## config.mk

```make
export PLATFORM = sky130hd
export DESIGN_NAME = ct_transposer
export DESIGN_NICKNAME = d
export VERILOG_FILES = /design/src/rtl/ct_pkg.sv /design/src/rtl/ct_mem.sv /design/src/rtl/ct_wr_seq.sv /design/src/rtl/ct_rd_seq.sv /design/src/rtl/ct_transposer.sv
export SDC_FILE = /design/constraint.sdc
export NUM_CORES = 1
export LEC_CHECK = 0
export BUFFER_PORTS_ARGS = -buffer_cell sky130_fd_sc_hd__buf_4
export CAP_MARGIN = 0
export CORE_UTILIZATION = 50
export CTS_CLUSTER_SIZE = 40
export DETAILED_ROUTE_END_ITERATION = 10
export PLACE_DENSITY_LB_ADDON = 0.12
export SYNTH_ARGS = -nofsm -noshare
export SYNTH_HDL_FRONTEND = slang
export SYNTH_SLANG_ARGS = --single-unit
export TNS_END_PERCENT = 10
```

## constraint.sdc

```tcl
create_clock -name clk -period 3 [get_ports clk]
set_input_delay 0.15 -clock clk [delete_from_list [all_inputs] [get_ports clk]]
set_output_delay 0.15 -clock clk [all_outputs]
set_load 0.1 [all_outputs]
```

## src/rtl/ct_pkg.sv

```systemverilog
package ct_pkg;
    // Input nesting inside one time step
    typedef enum logic {
        ORD_CHAN_INNER = 1'b0,
        ORD_SIG_INNER  = 1'b1
    } ord_e;
endpackage

```

## src/rtl/ct_mem.sv

```systemverilog
module ct_mem #(
    parameter int DW    = 8,
    parameter int DEPTH = 64,
    localparam int AW   = $clog2(DEPTH)
) (
    input  logic          clk,
    input  logic          we,
    input  logic [AW-1:0] waddr,
    input  logic [DW-1:0] wdata,
    input  logic          re,
    input  logic [AW-1:0] raddr,
    output logic [DW-1:0] rdata
);
    logic [DW-1:0] mem_q [DEPTH];

    always_ff @(posedge clk) begin
        if (we) mem_q[waddr] <= wdata;
        if (re) rdata <= mem_q[raddr];
    end
endmodule

```

## src/rtl/ct_wr_seq.sv

```systemverilog
module ct_wr_seq #(
    parameter int C = 4,
    parameter int S = 2,
    parameter int T = 4,
    localparam int CW = $clog2(C),
    localparam int SW = $clog2(S),
    localparam int TW = $clog2(T),
    localparam int AW = CW + SW + TW
) (
    input  logic          clk,
    input  logic          rst_n,
    input  logic          step,
    input  logic          sof,
    input  logic          cfg,
    output logic          keep,
    output logic          last,
    output logic [AW-1:0] addr
);
    typedef struct packed {
        logic         active;
        ct_pkg::ord_e ord;
        logic [CW-1:0] c;
        logic [SW-1:0] s;
        logic [TW-1:0] t;
    } wst_t;

    wst_t q, d;
    ct_pkg::ord_e ord_eff;
    logic c_end, s_end, t_end;

    always_comb begin
        d       = q;
        keep    = q.active | sof;
        ord_eff = q.active ? q.ord : ct_pkg::ord_e'(cfg);
        c_end   = (q.c == CW'(C - 1));
        s_end   = (q.s == SW'(S - 1));
        t_end   = (q.t == TW'(T - 1));
        last    = keep && c_end && s_end && t_end;
        addr    = {q.c, q.s, q.t};
        if (step && keep) begin
            d.ord    = ord_eff;
            d.active = !last;
            if (ord_eff == ct_pkg::ORD_CHAN_INNER) begin
                d.c = c_end ? '0 : q.c + 1'b1;
                if (c_end) d.s = s_end ? '0 : q.s + 1'b1;
            end else begin
                d.s = s_end ? '0 : q.s + 1'b1;
                if (s_end) d.c = c_end ? '0 : q.c + 1'b1;
            end
            if (c_end && s_end) d.t = t_end ? '0 : q.t + 1'b1;
        end
    end

    always_ff @(posedge clk) begin
        if (!rst_n) q <= '0;
        else        q <= d;
    end

    AST_CFG_HELD: assert property (@(posedge clk) disable iff (!rst_n)
        (q.active && !(step && last)) |=> $stable(q.ord));
endmodule

```

## src/rtl/ct_rd_seq.sv

```systemverilog
module ct_rd_seq #(
    parameter int C = 4,
    parameter int S = 2,
    parameter int T = 4,
    parameter int K = 2,
    localparam int CW  = $clog2(C),
    localparam int SW  = $clog2(S),
    localparam int TW  = $clog2(T),
    localparam int KW  = $clog2(K),
    localparam int AW  = CW + SW + TW,
    localparam int CPG = C / K,
    localparam int GW  = $clog2(CPG)
) (
    input  logic          clk,
    input  logic          rst_n,
    input  logic          step,
    output logic [AW-1:0] addr,
    output logic          last,
    output logic [CW-1:0] chan,
    output logic [SW-1:0] sig,
    output logic [TW-1:0] tim,
    output logic [KW-1:0] dest,
    output logic          blk_first,
    output logic          blk_last
);
    localparam logic [CW-1:0] GMASK = CW'(CPG - 1);

    typedef struct packed {
        logic [CW-1:0] c;
        logic [SW-1:0] s;
        logic [TW-1:0] t;
    } rst_t;

    rst_t q, d;
    logic c_end, s_end, t_end;

    always_comb begin
        d     = q;
        c_end = (q.c == CW'(C - 1));
        s_end = (q.s == SW'(S - 1));
        t_end = (q.t == TW'(T - 1));
        last  = c_end && s_end && t_end;
        addr  = {q.c, q.s, q.t};
        chan  = q.c;
        sig   = q.s;
        tim   = q.t;
        dest  = KW'(q.c >> GW);
        blk_first = ((q.c & GMASK) == '0) && (q.s == '0) && (q.t == '0);
        blk_last  = ((q.c & GMASK) == GMASK) && s_end && t_end;
        if (step) begin
            d.t = t_end ? '0 : q.t + 1'b1;
            if (t_end) d.s = s_end ? '0 : q.s + 1'b1;
            if (t_end && s_end) d.c = c_end ? '0 : q.c + 1'b1;
        end
    end

    always_ff @(posedge clk) begin
        if (!rst_n) q <= '0;
        else        q <= d;
    end

    AST_FLAG_EXCL: assert property (@(posedge clk) disable iff (!rst_n)
        ((S * T > 1) && blk_first) |-> !blk_last);
endmodule

```

## src/rtl/ct_transposer.sv

```systemverilog
module ct_transposer #(
    parameter int DW = 8,
    parameter int C  = 4,
    parameter int S  = 2,
    parameter int T  = 4,
    parameter int K  = 2,
    localparam int CW = $clog2(C),
    localparam int SW = $clog2(S),
    localparam int TW = $clog2(T),
    localparam int KW = $clog2(K),
    localparam int AW = CW + SW + TW
) (
    input  logic          clk,
    input  logic          rst_n,
    input  logic          cfg_order,
    input  logic          in_valid,
    output logic          in_ready,
    input  logic [DW-1:0] in_data,
    input  logic          in_sof,
    output logic          out_valid,
    input  logic          out_ready,
    output logic [DW-1:0] out_data,
    output logic [CW-1:0] out_chan,
    output logic [SW-1:0] out_sig,
    output logic [TW-1:0] out_time,
    output logic [KW-1:0] out_dest,
    output logic          out_first,
    output logic          out_last
);
    typedef struct packed {
        logic [1:0]    full;
        logic          wbank;
        logic          rbank;
        logic          ov;
        logic [CW-1:0] chan;
        logic [SW-1:0] sig;
        logic [TW-1:0] tim;
        logic [KW-1:0] dest;
        logic          first;
        logic          last;
    } tst_t;

    tst_t q, d;

    logic          in_fire, we, rd_go;
    logic          wr_keep, wr_last, rd_last;
    logic [AW-1:0] wr_off, rd_off;
    logic [CW-1:0] rd_chan;
    logic [SW-1:0] rd_sig;
    logic [TW-1:0] rd_tim;
    logic [KW-1:0] rd_dest;
    logic          rd_first, rd_blast;

    ct_wr_seq #(.C(C), .S(S), .T(T)) u_wr (
        .clk(clk), .rst_n(rst_n), .step(in_fire), .sof(in_sof),
        .cfg(cfg_order), .keep(wr_keep), .last(wr_last), .addr(wr_off)
    );

    ct_rd_seq #(.C(C), .S(S), .T(T), .K(K)) u_rd (
        .clk(clk), .rst_n(rst_n), .step(rd_go), .addr(rd_off), .last(rd_last),
        .chan(rd_chan), .sig(rd_sig), .tim(rd_tim), .dest(rd_dest),
        .blk_first(rd_first), .blk_last(rd_blast)
    );

    ct_mem #(.DW(DW), .DEPTH(2 << AW)) u_mem (
        .clk(clk), .we(we), .waddr({q.wbank, wr_off}), .wdata(in_data),
        .re(rd_go), .raddr({q.rbank, rd_off}), .rdata(out_data)
    );

    always_comb begin
        d        = q;
        in_ready = !q.full[q.wbank];
        in_fire  = in_valid && in_ready;
        we       = in_fire && wr_keep;
        rd_go    = q.full[q.rbank] && (!q.ov || out_ready);
        if (we && wr_last) begin
            d.full[q.wbank] = 1'b1;
            d.wbank         = ~q.wbank;
        end
        if (rd_go && rd_last) begin
            d.full[q.rbank] = 1'b0;
            d.rbank         = ~q.rbank;
        end
        if (rd_go) begin
            d.ov    = 1'b1;
            d.chan  = rd_chan;
            d.sig   = rd_sig;
            d.tim   = rd_tim;
            d.dest  = rd_dest;
            d.first = rd_first;
            d.last  = rd_blast;
        end else if (out_ready) begin
            d.ov = 1'b0;
        end
    end

    always_ff @(posedge clk) begin
        if (!rst_n) q <= '0;
        else        q <= d;
    end

    assign out_valid = q.ov;
    assign out_chan  = q.chan;
    assign out_sig   = q.sig;
    assign out_time  = q.tim;
    assign out_dest  = q.dest;
    assign out_first = q.first;
    assign out_last  = q.last;

    AST_OUT_HOLD: assert property (@(posedge clk) disable iff (!rst_n)
        (out_valid && !out_ready) |=> (out_valid && $stable(out_data) && $stable(out_chan)
                                       && $stable(out_sig) && $stable(out_time)));
    AST_BANKS_APART: assert property (@(posedge clk) disable iff (!rst_n)
        (we && rd_go) |-> (q.wbank != q.rbank));
    AST_FULL_STALL: assert property (@(posedge clk) disable iff (!rst_n)
        (q.full == 2'b11) |-> !in_ready);
endmodule

```

==> results.cfg, run 1 <==
[outcome]
outcome = complete, no violations

[route]
drc = 0
wl_mm = 49.59
vias = 10800
antenna_left = 0
via_per_inst = 5.920
avgRoutedWirePerCell_um = 27.19
first_pass_iters = 5
drtIter0Drc = 1085

[worst_setup_path]
worstPathRequired_ps = 3310
rrSetupSlack_ps = 290
r2r_start = u_rd.tim[0]
worstPathArrival_ps = 3020
critPathMaxFanout = 26
crit_start = u_rd.tim[0]
startpoint_type = register
end_kind = register
crit_type = reg2reg

[grt]
antenna_found_initial = 0
grt_pass1_wl_mm = 72.82
gr-total-overflow = 0
grt_pass1_vias = 10840
grt_max_degree = 65
grt_usage_pct = 23.38

[floorplanning]
row_count = 75
die-area_um2 = 43490
boundaryPins = 32
core_area_um2 = 42040
die_w_um = 208.5
die_height_um = 208.5
initial_core_util_pct = 50.73

[sta]
setup_slack_ps = 288.2
timing.final.crit_share_pct = 90.39
finalSetupViolCount = 0
tns_ps = 0
finClkSkew_ps = 21.29
holdWs_ps = 118.5
rsz0062_at_grt = no
slew_viol_final = 0
relSlewSlack_pct = 46.79
fmax_ghz = 0.3688
hold_viol_final = 0
worst_pin_slew_ps = 798.2
period_needed_ps = 2712

[hold_path]
hold_start = in_data[6]
hp-class = in2reg

[clock_network]
cts_max_level = 2
cts_buffers = 55
cts_setup_buffers = 0
cts.repair.resized = 0
cts_num_sinks = 544
cts_max_path_buffers = 3
clkSlewWorstSetupHoldPaths_ps = 60
clock_latency_ps = 600
cts_tree = yes
clockRootBuffer = clkbuf_16

[synthesis]
synth.area.top_cells = edfxtp_1, mux4_2, mux2i_1
synth_cells = 1102
yosys_register_bits = 544
synth_top_cell_by_area = edfxtp_1
avgSynthCellArea_um2 = 19.35
synth.yosys.seq_area_share_pct = 75.47
synth_nets = 1121
yosysWarnings = 0
synth.distinct_cells = 43
syn-cell-area_um2 = 21330
synth_top_area_share_pct = 73.21

[job]
maxCapViolCount = 0

[finish]
final_common_cell = edfxtp_1
area_delta_synth_final_pct = 16.27
final_core_util_pct = 58.99
n_antenna_cell = 0
nFillCells = 3149
drive_above_1_share_pct = 27.70
fin_nets = 1258
layout_common_cells = edfxtp_1, buf_4, mux4_2, mux2i_1, nor2_1
postLayoutCellArea_um2 = 24800

[placement]
gp_congestion = 0.8393
dp_hpwl_mm = 30.77
postPlaceCellArea_um2 = 22790
io_buffers = 31
pre_cts_ws_ps = 347.3

[power_and_ir_drop]
ir_drop_uv = 427.7
p_leak_uw = 0.007770
powerDensity_nw_per_um2 = 644.9
==> what timing repair did <==
| item | in CTS | in global routing |
|---|---|---|
| hold buffers | 4 | 0 |
| endpoints found under the setup margin | 0 | 0 |
| endpoints found under the hold margin | 24 | 0 |
==> Yosys cell counts, drive strengths merged <==
cell type	count
a22oi	1
a31oi	1
nor3b	1
xnor2	4
mux2i	93
o21ai	20
mux2	15
a21oi	18
a211oi	2
o22ai	9
a221oi	1
nor2b	16
buf	39
and2	5
mux4	96
nand2	38
inv	5
nand2b	2
a32o	1
o221a	1
or3b	3
dfxtp	24
a2111oi	9
nand4	3
clkbuf	28
and3	1
nor2	90
ha	5
nand3	8
o221ai	21
o211a	3
nand3b	4
or3	4
edfxtp	520
a22o	6
a21boi	5
==> final timing paths <==
| check | endpoint | depth (start not counted) |
|---|---|---|
| setup / recovery | u_mem.rdata[0] | 6 |
| hold / removal | u_mem.mem_q[2][6] | 1 |
| setup reg to reg | u_mem.rdata[0] | 6 |
| hold reg to reg | out_first | 2 |
==> report_power, final <==
part,total (uW),switching (uW),leakage (uW),internal (uW)
logic,243,193,0.00194,50.6
clock network,7410,2880,0.000955,4520
registers,8340,12.5,0.00487,8330
total,16000,3090,0.00777,12900
==> cells by family (layout without fill, tap and decap cells) <==
| kind of cell | after synthesis | after routing | share of synthesized area, % |
|---|---|---|---|
| XOR/XNOR | 4 | 4 | 0.1642 |
| adder cells (fa/ha/maj) | 5 | 5 | 0.2933 |
| flip-flops | 544 | 544 | 75.47 |
| buffers and inverters | 72 | 255 | 1.848 |
| AO/OA/AOI/OAI | 98 | 98 | 3.285 |
| AND/OR/NAND/NOR | 175 | 175 | 3.649 |
| multiplexers | 204 | 204 | 15.29 |
==> sequential cells by signal (all words and copies together), names as in the netlist <==
name         flops
out_chan         2
out_first        1
out_last         1
out_sig          1
out_time         2
out_valid        1
q                4
u_mem.mem_q    512
u_mem.rdata      8
u_rd.chan        2
u_rd.sig         1
u_rd.tim         2
u_wr.addr        4
u_wr.q           2
u_wr.s_end       1
==> critical path, stage by stage (launching register included) <==
cell,delay (ps)
dfxtp_4,450
buf_12,260
mux4_2,550
mux2i_1,240
o21ai_0,270
o22ai_1,510
a21oi_1,90
==> stage by stage <==
stage	instances	power (uW)
6_report	1824	15990
5_1_grt	1824	16420
4_1_cts	1824	16120
3_5_place_dp	1717	8747
3_3_place_gp	1717	8736
2_1_floorplan	1102	8568
==> layer usage <==
| metal | GRT usage [%] | wire, um | vias up |
|---|---|---|---|
| met4 | 6.009 | 1020 | 0 |
| met5 | 0 | 0 | - |
| met3 | 4.619 | 3599 | 80 |
| met2 | 34.85 | 22460 | 389 |
| met1 | 35.55 | 22510 | 5600 |
| li1 | - | - | 4729 |
==> area by class of cell <==
type | instances | area [um2] | share of cell area (%)
Sequential cell | 544 | 16100 | 64.94
Multi-Input combinational cell | 486 | 4855 | 19.58
Clock buffer | 65 | 1466 | 5.914
Timing Repair Buffer | 147 | 1176 | 4.743
Tap cell | 539 | 674.4 | 2.720
Clock inverter | 38 | 503.0 | 2.028
Inverter | 5 | 18.77 | 0.07569
Note: power is estimated with default switching activity, not from simulation.
==> inputs of run 2 (changes only) <==
--- a/config.mk
+++ b/config.mk
@@ -7,6 +7,9 @@
 export LEC_CHECK = 0
 export BUFFER_PORTS_ARGS = -buffer_cell sky130_fd_sc_hd__buf_4
 export CAP_MARGIN = 0
+export CELL_PAD_IN_SITES_DETAIL_PLACEMENT = 0
+export CELL_PAD_IN_SITES_GLOBAL_PLACEMENT = 1
+export CORE_MARGIN = 2
 export CORE_UTILIZATION = 50
 export CTS_CLUSTER_SIZE = 40
 export DETAILED_ROUTE_END_ITERATION = 10
@@ -14,4 +17,3 @@
 export SYNTH_ARGS = -nofsm -noshare
 export SYNTH_HDL_FRONTEND = slang
 export SYNTH_SLANG_ARGS = --single-unit
-export TNS_END_PERCENT = 10
==> run 2 against run 1 <==
Largest power group unchanged. Power shrank 4.1%. Sequential share of layout area grew 0.24 points. Largest cell class unchanged. Critical path depth grew 2. Flip-flop and latch count is the same.
==> results.cfg, run 2 (synthesized netlist as in run 1, its figures left out) <==
[outcome]
outcome = complete, no violations

[finish]
final_common_cell = edfxtp_1
area_delta_synth_final_pct = 15.85
largest-register = u_mem.mem_q
top_regs = u_mem.mem_q x512, u_mem.rdata x8
layout_common_cells = edfxtp_1, buf_4, mux4_2, mux2i_1, nor2_1
n_antenna_cell = 0
fin_nets = 1263
largest_reg_flops = 512
nFillCells = 3200
postLayoutCellArea_um2 = 24710
drive_above_1_share_pct = 26.98

[sta]
worst_pin_slew_ps = 803.0
relSlewSlack_pct = 46.47
setup_slack_ps = 312.0
period_needed_ps = 2688
slew_viol_final = 0
hold_viol_final = 0
finClkSkew_ps = 15.54
tns_ps = 0
finalSetupViolCount = 0
fmax_ghz = 0.3720
rsz0062_at_grt = no
timing.final.crit_share_pct = 89.60

[power_and_ir_drop]
netSwitchingFraction_pct = 19.46
power.switching_uw = 2984
pwr-share-comb_pct = 1.5
p_leak_uw = 0.007736
seq_power_share_pct = 54.4
powerDensity_nw_per_um2 = 620.7
p_int_uw = 12350
ir_drop_uv = 542.9
clkPwrFrac_pct = 44.0

[placement]
gp_congestion = 0.8099
io_buffers = 31
dp_hpwl_mm = 31.99
postPlaceCellArea_um2 = 22860
pre_cts_ws_ps = 199.2

[floorplanning]
die_height_um = 210.5
die-area_um2 = 44330
initial_core_util_pct = 50.73
row_count = 75
die_w_um = 210.5
core_area_um2 = 42040
boundaryPins = 32

[clock_network]
cts_setup_buffers = 0
cts_num_sinks = 544
cts_buffers = 55
clockRootBuffer = clkbuf_16
clkSlewWorstSetupHoldPaths_ps = 60
clock_latency_ps = 600
cts_max_level = 2
cts_max_path_buffers = 3
cts.repair.resized = 0
cts_tree = yes

[route]
via_per_inst = 5.951
vias = 10880
first_pass_iters = 5
avgRoutedWirePerCell_um = 28.14
wl_mm = 51.48
drc = 0
antenna_left = 0
drtIter0Drc = 1009

[worst_setup_path]
crit_start = u_rd.tim[0]
crit_type = reg2reg
worstPathRequired_ps = 3330
worstPathArrival_ps = 3020
path_depth = 8
r2r-end = u_mem.rdata[2]
crit_chain = buf_12 -> buf_12 -> buf_4 -> mux2i_1 -> o221ai_1 -> a21oi_1 -> a22o_1 -> a21oi_1
cp_top_family = compound AO/OA/AOI/OAI gates
crit_path_max_incr_delay_ps = 470
critPathBufInv = 3
r2r_start = u_rd.tim[0]
endpoint = u_mem.rdata[2]
cp_slowest_cell = dfxtp_4
rrSetupSlack_ps = 310
r2r_cells = 8
critPathMaxFanout = 31
end_kind = register
startpoint_type = register

[grt]
antenna_found_initial = 0
gr-total-overflow = 0
grt_usage_pct = 24.04
grt_pass1_wl_mm = 75.58
grt_max_degree = 65
grt_pass1_vias = 10820

[job]
maxCapViolCount = 0

[hold_path]
hp-class = in2reg
[run 2: cell count changes in the layout (fill, tap and decap cells not counted)]
| cell | change |
|---|---|
| a21oi_4 | +1 |
| clkinv_2 | -5 |
| clkbuf_1 | +3 |
| clkbuf_8 | +6 |
| bufinv_16 | -8 |
| clkinv_1 | +9 |
| a21oi_2 | -1 |
| buf_4 | +1 |
| buf_12 | +3 |
| clkinvlp_4 | -5 |
| dlygate4sd3_1 | +1 |
[run 2: worst min-delay path by stage]
stage               cells after the start  startpoint                  to  slack, ps
global route                            1  in_data[6]   u_mem.mem_q[8][6]        130
floorplan                               0  in_data[0]   u_mem.mem_q[0][0]        250
CTS                                     1  in_data[6]   u_mem.mem_q[8][6]        120
detailed placement                      1   u_wr.q[5]           u_wr.q[5]        490
finish                                  1  in_data[6]  u_mem.mem_q[11][6]        110
global placement                        1   u_wr.q[5]           u_wr.q[5]        480
[run 2: metrics by stage]
stage	total power (uW)	hold WS (ps)	instances	util (%)
2_1_floorplan	8568	248.9	1102	-
3_3_place_gp	8735	480.4	1721	54.38
3_5_place_dp	8744	485.2	1721	54.38
4_1_cts	15450	116.7	1829	58.77
5_1_grt	15780	130.7	1829	58.77
6_report	15340	106.1	1829	58.77
[run 2: per-layer routing]
layer | GRT usage, % | vias up | share of wire, %
li1 | - | 4736 | -
met1 | 35.50 | 5643 | 44
met2 | 36.70 | 419 | 46
met3 | 4.723 | 86 | 7.4
met4 | 7.188 | 0 | 2.5
met5 | 0 | - | 0
[run 2: power by group through the flow]
stage               Clock (uW)  Combinational [uW]  Sequential, uW
finish                    6750                 236            8350
detailed placement           0                 237            8510
floorplan                    0                69.5            8500
CTS                       6860                 241            8350
global placement             0                 227            8510
global route              7170                 257            8340
[run 2: final cells by class]
cell class	instances	area, um2	share of cell area (%)
sequential	544	16100	65.18
clock inverter	29	234.0	0.9470
multi-input combinational	486	4862	19.68
clock buffer	74	1560	6.315
tap	539	674.4	2.730
inverter	5	18.77	0.07596
timing repair buffer	152	1254	5.074
[run 2: what timing repair did]
action,4_1_cts,5_1_grt
hold endpoints to repair,23,0
endpoints found under the setup margin,0,0
hold buffers,5,0
